==> config.mk <==
export PLATFORM = sky130hd
export DESIGN_NAME = pci_post_wbuf
export DESIGN_NICKNAME = d
export VERILOG_FILES = /design/src/rtl/pwb_pkg.sv /design/src/rtl/pwb_post_fifo.sv /design/src/rtl/pwb_bus_fsm.sv /design/src/rtl/pci_post_wbuf.sv
export SDC_FILE = /design/constraint.sdc
export NUM_CORES = 2
export LEC_CHECK = 0
export ABC_AREA = 1
export BUFFER_PORTS_ARGS = -buffer_cell sky130_fd_sc_hd__buf_2
export CAP_MARGIN = 20
export CORE_ASPECT_RATIO = 1.5
export CORE_MARGIN = 1.5
export CORE_UTILIZATION = 50
export CTS_BUF_LIST = sky130_fd_sc_hd__clkbuf_16
export CTS_CLUSTER_DIAMETER = 30
export CTS_CLUSTER_SIZE = 30
export DETAILED_ROUTE_END_ITERATION = 16
export PLACE_DENSITY_LB_ADDON = 0.12
export SLEW_MARGIN = 20
export SYNTH_ARGS = -nofsm -noshare
export SYNTH_HDL_FRONTEND = slang
export SYNTH_SLANG_ARGS = --single-unit
==> constraint.sdc <==
create_clock -name clk -period 16.85 [get_ports clk]
set_input_delay 3.37 -clock clk [delete_from_list [all_inputs] [get_ports clk]]
set_output_delay 3.37 -clock clk [all_outputs]
set_load 0.05 [all_outputs]
==> src/rtl/pwb_pkg.sv <==
package pwb_pkg;
  localparam logic [3:0] CMD_MEM_WR = 4'b0111;

  typedef struct packed {
    logic [31:0] addr;
    logic [31:0] data;
    logic [3:0]  be;
  } wentry_t;
endpackage

==> src/rtl/pwb_post_fifo.sv <==
module pwb_post_fifo
  import pwb_pkg::*;
#(
  parameter int BUS_SLOTS = 16,
  parameter int MEM_SLOTS = 32,
  localparam int DEPTH = BUS_SLOTS + MEM_SLOTS,
  localparam int PW = $clog2(DEPTH),
  localparam int CW = $clog2(DEPTH + 1)
) (
  input  logic          clk,
  input  logic          rst,
  input  logic          push,
  input  wentry_t       push_entry,
  output logic          space_next,
  output logic [CW-1:0] occ,
  output logic          out_valid,
  output wentry_t       out_entry,
  input  logic          out_ready,
  output logic          empty
);
  wentry_t       ram [DEPTH];
  logic [PW-1:0] wr_ptr, rd_ptr;
  logic [CW-1:0] occ_nxt, ram_used;
  logic          pop, load;

  function automatic logic [PW-1:0] ptr_inc(input logic [PW-1:0] p);
    return (p == PW'(DEPTH - 1)) ? '0 : p + 1'b1;
  endfunction

  assign pop        = out_valid && out_ready;
  assign ram_used   = occ - CW'(out_valid);
  assign load       = (ram_used != '0) && (!out_valid || out_ready);
  assign occ_nxt    = occ + CW'(push) - CW'(pop);
  assign space_next = occ_nxt < CW'(DEPTH);

  // RAM write port and registered read, free of reset for block RAM use
  always_ff @(posedge clk) begin
    if (push) ram[wr_ptr] <= push_entry;
    if (load) out_entry <= ram[rd_ptr];
  end

  always_ff @(posedge clk) begin
    if (rst) begin
      wr_ptr    <= '0;
      rd_ptr    <= '0;
      occ       <= '0;
      out_valid <= 1'b0;
      empty     <= 1'b1;
    end else begin
      if (push) wr_ptr <= ptr_inc(wr_ptr);
      if (load) rd_ptr <= ptr_inc(rd_ptr);
      occ   <= occ_nxt;
      empty <= (occ_nxt == '0);
      if (load)     out_valid <= 1'b1;
      else if (pop) out_valid <= 1'b0;
    end
  end
endmodule

==> src/rtl/pwb_bus_fsm.sv <==
module pwb_bus_fsm
  import pwb_pkg::*;
#(
  parameter int          WIN_BITS = 20,
  parameter logic [31:0] MEM_BASE = 32'h0010_0000
) (
  input  logic        clk,
  input  logic        rst,
  input  logic        frame_n,
  input  logic        irdy_n,
  input  logic [3:0]  cbe_n,
  input  logic [31:0] ad,
  input  logic        space_next,
  output logic        devsel_n,
  output logic        trdy_n,
  output logic        stop_n,
  output logic        push,
  output wentry_t     push_entry
);
  typedef enum logic [1:0] {ST_IDLE, ST_XFER, ST_RETRY} bus_st_t;

  bus_st_t     st;
  logic        frame_q;
  logic [31:0] cur_addr;
  logic        start, hit;

  assign start = (st == ST_IDLE) && frame_q && !frame_n;
  assign hit   = (cbe_n == CMD_MEM_WR) && (ad[31:WIN_BITS] == MEM_BASE[31:WIN_BITS]);
  assign push  = (st == ST_XFER) && !irdy_n && !trdy_n;
  assign push_entry = '{addr: cur_addr, data: ad, be: ~cbe_n};

  always_ff @(posedge clk) begin
    if (rst) begin
      st       <= ST_IDLE;
      frame_q  <= 1'b1;
      cur_addr <= '0;
      devsel_n <= 1'b1;
      trdy_n   <= 1'b1;
      stop_n   <= 1'b1;
    end else begin
      frame_q <= frame_n;
      case (st)
        ST_IDLE: begin
          if (start && hit) begin
            devsel_n <= 1'b0;
            cur_addr <= {ad[31:2], 2'b00};
            if (space_next) begin
              st     <= ST_XFER;
              trdy_n <= 1'b0;
            end else begin
              st     <= ST_RETRY;
              stop_n <= 1'b0;
            end
          end
        end
        ST_XFER: begin
          if (push) cur_addr <= cur_addr + 32'd4;
          if (push && frame_n) begin
            st       <= ST_IDLE;
            devsel_n <= 1'b1;
            trdy_n   <= 1'b1;
          end else begin
            trdy_n <= !space_next;
          end
        end
        ST_RETRY: begin
          if (frame_n && !irdy_n) begin
            st       <= ST_IDLE;
            devsel_n <= 1'b1;
            stop_n   <= 1'b1;
          end
        end
        default: st <= ST_IDLE;
      endcase
    end
  end
endmodule

==> src/rtl/pci_post_wbuf.sv <==
module pci_post_wbuf
  import pwb_pkg::*;
#(
  parameter int          BUS_SLOTS = 16,
  parameter int          MEM_SLOTS = 32,
  parameter int          WIN_BITS  = 20,
  parameter logic [31:0] MEM_BASE  = 32'h0010_0000,
  localparam int DEPTH = BUS_SLOTS + MEM_SLOTS,
  localparam int CW = $clog2(DEPTH + 1)
) (
  input  logic        clk,
  input  logic        rst,
  input  logic        frame_n,
  input  logic        irdy_n,
  input  logic [3:0]  cbe_n,
  input  logic [31:0] ad,
  output logic        devsel_n,
  output logic        trdy_n,
  output logic        stop_n,
  output logic        mem_wr_valid,
  input  logic        mem_wr_ready,
  output logic [31:0] mem_wr_addr,
  output logic [31:0] mem_wr_data,
  output logic [3:0]  mem_wr_be,
  output logic        wbuf_empty
);
  logic          push, space_next;
  wentry_t       push_entry, out_entry;
  logic [CW-1:0] occ;

  pwb_bus_fsm #(.WIN_BITS(WIN_BITS), .MEM_BASE(MEM_BASE)) u_bus (
    .clk(clk), .rst(rst), .frame_n(frame_n), .irdy_n(irdy_n), .cbe_n(cbe_n),
    .ad(ad), .space_next(space_next), .devsel_n(devsel_n), .trdy_n(trdy_n),
    .stop_n(stop_n), .push(push), .push_entry(push_entry)
  );

  pwb_post_fifo #(.BUS_SLOTS(BUS_SLOTS), .MEM_SLOTS(MEM_SLOTS)) u_buf (
    .clk(clk), .rst(rst), .push(push), .push_entry(push_entry),
    .space_next(space_next), .occ(occ), .out_valid(mem_wr_valid),
    .out_entry(out_entry), .out_ready(mem_wr_ready), .empty(wbuf_empty)
  );

  assign mem_wr_addr = out_entry.addr;
  assign mem_wr_data = out_entry.data;
  assign mem_wr_be   = out_entry.be;
endmodule

== Word-level counts from Yosys, hierarchy flattened ==
Memories as Yosys holds them, arrays and structs flattened. A register that Yosys moved wholly into a read port is not among the register bits.
Cells that the tools add are included.

* Shift operators: 0
* Reductions and logical operators: 28
* Eq/ne operators: 12
* Add/sub/neg operators: 6
* Divide/modulo/power cells: 0
* Bitwise gates (word level): 1
* Muxes and demuxes: 25
* Multipliers: 0
* Order comparisons: 1

{| class="wikitable"
|+ Operators with widths
! operator !! number
|-
| $mux 32 || 2
|-
| $pmux 32 s2 || 1
|-
| $add 32x3->32 const B || 1
|-
| $add 6x1->6 const B || 2
|-
| $eq 12x1->1 const B || 1
|-
| $eq 6x6->1 const B || 2
|-
| $mux 1 || 12
|-
| $mux 6 || 2
|-
| $sub 6x1->6 || 2
|-
| $logic_and 1x1->1 || 10
|-
| $reduce_and 3->1 || 3
|-
| $mux 2 || 4
|-
| $reduce_and 4->1 || 2
|-
| $add 6x1->6 || 1
|-
| $logic_not 6->1 || 1
|-
| $lt 6x6->1 const B || 1
|-
| $ne 2x1->1 const B || 3
|-
| $ne 2x2->1 const B || 3
|-
| $pmux 2 s3 || 1
|-
| $reduce_bool 2->1 || 3
|-
| $reduce_bool 6->1 || 1
|-
| $logic_not 1->1 || 5
|-
| $eq 4x3->1 const B || 1
|-
| $not 4->4 || 1
|-
| 7 further kinds || 8
|}

* Memories: 1
* Memory bits (read-only): 0
* Bits in latches: 0
* Output and inout bits: 73
* Bits of input ports: 41
* Bits in writable memories: 3,264
* Bits in registers: 58

{| class="wikitable"
|+ Memory list
! memory !! words !! bits a word !! rd ports !! clocked after Yosys merged registers in !! write ports !! line !! RTL
|-
| u_buf.ram || 48 || 68 || 1 || 1 || 1 || pwb_post_fifo.sv:21 || <nowiki>wentry_t ram [DEPTH];</nowiki>
|}

== Depth between registers and ports, before layout ==
* Depth after elaboration: 9
* Mapped depth: 19

== By module ==
Synthesis repeated with hierarchy kept, for this count alone.

* Cells, all modules: 12,012
* Area, all modules: 138,222.6 sq um

{| class="wikitable"
|+ By module, submodules not included
! module !! cells an instance !! times used !! area an instance (sq um) !! sequential area each (sq um)
|-
| pwb_post_fifo || 11,513 || 1 || 135,334.8 || 100,456.3
|-
| pwb_bus_fsm || 499 || 1 || 2,887.8 || 720.7
|}

== Worst setup path after synthesis ==
OpenSTA, ideal clock, no wires.

* Path kind: input to register
* Start point: input port irdy_n
* End point: memory u_buf.ram[39][0] (netlist bit), enable pin
* Path slack: 7.978 ns
* Cell stages on the path: 5
* Arrival time: 8.301 ns
* Buffers on the path: 0
* Required time: 16.279 ns
* Library setup time: 0.571 ns
* Path through: inv_1 -> nand2_1 -> inv_1 -> nand3_1 -> nor3_1

* Cells in the longest elaborated chain, start to end: 5

{| class="wikitable"
|+ RTL lines
! element !! line !! RTL
|-
| start: declaration || pci_post_wbuf.sv:14 || <nowiki>input logic irdy_n,</nowiki>
|-
| $logic_not 1->1 || pwb_bus_fsm.sv:29 || <nowiki>assign push = (st == ST_XFER) && !irdy_n && !trdy_n;</nowiki>
|-
| $logic_and 1x1->1 (2 in a row) || pwb_bus_fsm.sv:29 ||
|-
| $mux 1 || pwb_post_fifo.sv:38 || <nowiki>if (push) ram[wr_ptr] <= push_entry;</nowiki>
|-
| $mux 1 (implied by the code) || pwb_post_fifo.sv:38 ||
|-
| end: declaration || pwb_post_fifo.sv:21 ||
|}

Every way passes these cells.

== Worst setup path in the final report ==
* Start point: input port irdy_n
* End point: memory u_buf.ram[34][30] (netlist bit), enable pin

Same word-level chain as after synthesis.

==> results.sh <==
export IMPL_status="complete, no violations"
export IMPL_worstSetupPathType="in -> reg"
export IMPL_yosysMostFrequentCell="edfxtp_1"
export IMPL_synth_area_leaders="edfxtp_1 74%, nor2_1 7.2%, o21ai_0 4.6%, nand2_1 3.3%, o211ai_1 2.3%"
export IMPL_synthTopCellsByCount="3234 x edfxtp_1, 2506 x nor2_1, 1215 x o21ai_0"
export IMPL_final_cells=14700
export IMPL_drcViolationCount=0
export IMPL_clk_path_buf_depth=4
export IMPL_dieArea_sq_um=266000
export IMPL_drtIter0Drc=11000
export IMPL_clkSlewWorstSetupHoldPaths_ns=0.05
export IMPL_post_cts_buffers=0
export IMPL_cp_arrival_ns=6.84
export IMPL_firstDrtPassIters=6
export IMPL_r2r_slack_ns=11.21
export IMPL_ant_nets=0
export IMPL_dp_cells=13800
export IMPL_cp_data_required_time_ns=17.38
export IMPL_hold_depth=2
export IMPL_powerDensity_nw_per_um2=166
export IMPL_dieWidth_um=421
export IMPL_rsz0062_at_grt="false"
export IMPL_fin_crit_ns=6.31
export IMPL_final_nets=10800
export IMPL_syn_area_per_cell_sq_um=12.4
export IMPL_cts_tree="built"
export IMPL_ys_seq_area_share_pct=74.8
export IMPL_drt_wl_total_um=412000
export IMPL_async_flop_share_pct=0
export IMPL_initial_core_util_pct=50.2
export IMPL_ioPinCount=114
export IMPL_ys_types=34
export IMPL_min_from="u_buf.wr_ptr[0]"
export IMPL_tightest_slew_ns=1.19
export IMPL_skew_ns=0.0838
export IMPL_antenna_found_initial=29
export IMPL_cts_resized=0
export IMPL_clock_latency_ns=0.96
export IMPL_cp_start_kind="input pin"
export IMPL_max_freq_mhz=159
export IMPL_drive_gt1_share_pct=11.1
export IMPL_core_sq_um=262000
export IMPL_setup_viol=0
export IMPL_drv_cap=0
export IMPL_r2r_start="u_buf.rd_ptr[0]"
export IMPL_r2r_end="u_buf.out_entry[30]"
export IMPL_min_delay_path_class="reg -> reg"
export IMPL_synth_seq_cells=3290
export IMPL_min_to="u_buf.wr_ptr[0]"
export IMPL_max_slew_margin_pct=21.0
export IMPL_yosysWarnings=0
export IMPL_tns_ns=0
export IMPL_final_hold_violation_count=0
export IMPL_period_share_pct=37.4
export IMPL_post_dp_hpwl_um=211000
export IMPL_grt_pass1_vias=85000
export IMPL_cts_buffers=481
export IMPL_grt_pass1_wl_um=588000
export IMPL_ctsHoldBuffers=0
export IMPL_routedWlPerCell_um=28.0
export IMPL_synth_main_ff_cell="edfxtp_1"
export IMPL_p_leak_uw=0.0516
export IMPL_avgViaCountPerCell=5.96
export IMPL_gp_congestion=0.863
export IMPL_std_cell_rows=230
export IMPL_synthCells=10600
export IMPL_peakVddDrop_v=0.000159
export IMPL_portBuffers=111
export IMPL_clkSinkCount=3290
export IMPL_syn_cell_area_sq_um=131000
export IMPL_cts_htree_levels=5
export IMPL_synth_top_cell_area_share_pct=73.9
export IMPL_path_max_fanout=29
export IMPL_vias=87600
export IMPL_drv_slew=0
export IMPL_area_growth_pct=15.9
export IMPL_grt_util_all_layers_pct=30.3
export IMPL_grt_max_degree=188
export IMPL_post_synth_top_area_cell="edfxtp_1"
export IMPL_cp_end_kind="flop"
export IMPL_clockRootBuffer="clkbuf_16"
export IMPL_synth_edf_count=3234
export IMPL_grt_overflow=0
export IMPL_die_y_um=631
export IMPL_holdWs_ns=0.545
export IMPL_rr_worst_depth=10
-- sequential cells by signal (all words and copies together), names as in the netlist --
register / flops
u_buf.ram: 3168
u_bus.stop_n: 1
u_bus.cur_addr: 30
u_bus.trdy_n: 1
u_buf.wr_ptr: 6
u_buf.empty: 1
u_buf.out_entry: 66
u_bus.st: 2
u_buf.occ: 6
u_buf.rd_ptr: 6
u_bus.devsel_n: 1
u_buf.out_valid: 1
u_bus.frame_q: 1
-- where the power goes --
part	leakage [uW]	switching, uW	internal [uW]	total, uW
registers	0.0300	192	9440	9640
clock network	0.00813	3870	6300	10200
logic	0.0135	4100	1350	5440
-- worst max path at each step --
| stage | to | slack (ns) | from | depth (start not counted) |
|---|---|---|---|---|
| 6_report | u_buf.ram[34][30] | 10.54 | irdy_n | 8 |
| 4_1_cts | u_buf.ram[34][30] | 10.58 | irdy_n | 8 |
| 2_1_floorplan | u_buf.ram[39][0] | 7.98 | irdy_n | 5 |
| 3_5_place_dp | u_buf.ram[34][44] | 9.63 | irdy_n | 8 |
| 3_3_place_gp | u_buf.ram[34][48] | 9.69 | irdy_n | 8 |
| 5_1_grt | u_buf.ram[34][30] | 10.41 | irdy_n | 8 |
-- logic make-up (layout without fill, tap and decap cells) --
logic type	Yosys count	count (layout)	synth area share, %
buf+inv	842	1391	2.82
simple gates	4104	4104	12.2
xor+xnor	5	5	0.0333
other cells	1	51	0.00286
fa+ha+maj	18	18	0.177
flops	3290	3290	74.8
compound gates	2370	2370	9.94
-- stage by stage --
| step | setup WS, ns | util [%] | cell area [sq um] | total power, uW |
|---|---|---|---|---|
| floorplan | 7.98 | - | 131000 | 13400 |
| global placement | 9.69 | 51.8 | 135000 | 15100 |
| detailed placement | 9.63 | 51.8 | 135000 | 15200 |
| CTS | 10.58 | 58.1 | 152000 | 25300 |
| global route | 10.41 | 58.2 | 152000 | 26200 |
| finish | 10.54 | 58.2 | 152000 | 25200 |
-- routing by layer --
metal / up-vias / GRT usage, % / wire length, um
li1: 38600 / - / -
met3: 885 / 4.90 / 34200
met4: 6 / 13.4 / 18000
met1: 43900 / 39.4 / 159000
met5: - / 0 / 41
met2: 4231 / 50.5 / 201000
-- layout make-up --
cell class                      count  area [sq um]
Clock buffer                      486         12200
Multi-Input combinational cell   6499         29800
Tap cell                         3480          4350
Antenna cell                       49           123
Sequential cell                  3290         98300
Inverter                          157           646
Timing Repair Buffer              339          2470
Fill cell                       20800        109000
Clock inverter                    409          4410
-- worst max-delay path: stages --
cell and delay (ns):
buf_2 0.16, inv_1 0.08, nand2_1 0.26, nor2_1 0.36
nand2_1 0.42, nor2_4 0.80, buf_4 0.60, buf_4 0.67
-- cell usage in the layout (no fill, tap or decap), drive strengths merged --
| master | instances |
|---|---|
| xor2 | 5 |
| nand3 | 385 |
| nand3b | 13 |
| o211ai | 397 |
| o31ai | 1 |
| a31oi | 19 |
| nand4 | 5 |
| inv | 275 |
| conb | 2 |
| bufinv | 64 |
| edfxtp | 3234 |
| dfxtp | 56 |
| nor3 | 9 |
| fa | 1 |
| clkinvlp | 53 |
| nor2 | 2507 |
| a21oi | 165 |
| o21bai | 3 |
| clkinv | 174 |
| clkbuf | 486 |
| ha | 17 |
| nand2 | 1142 |
| o21ai | 1653 |
| buf | 339 |
| diode | 49 |
| o22ai | 132 |
| or2 | 43 |
Power figures use the tool's default switching activity.
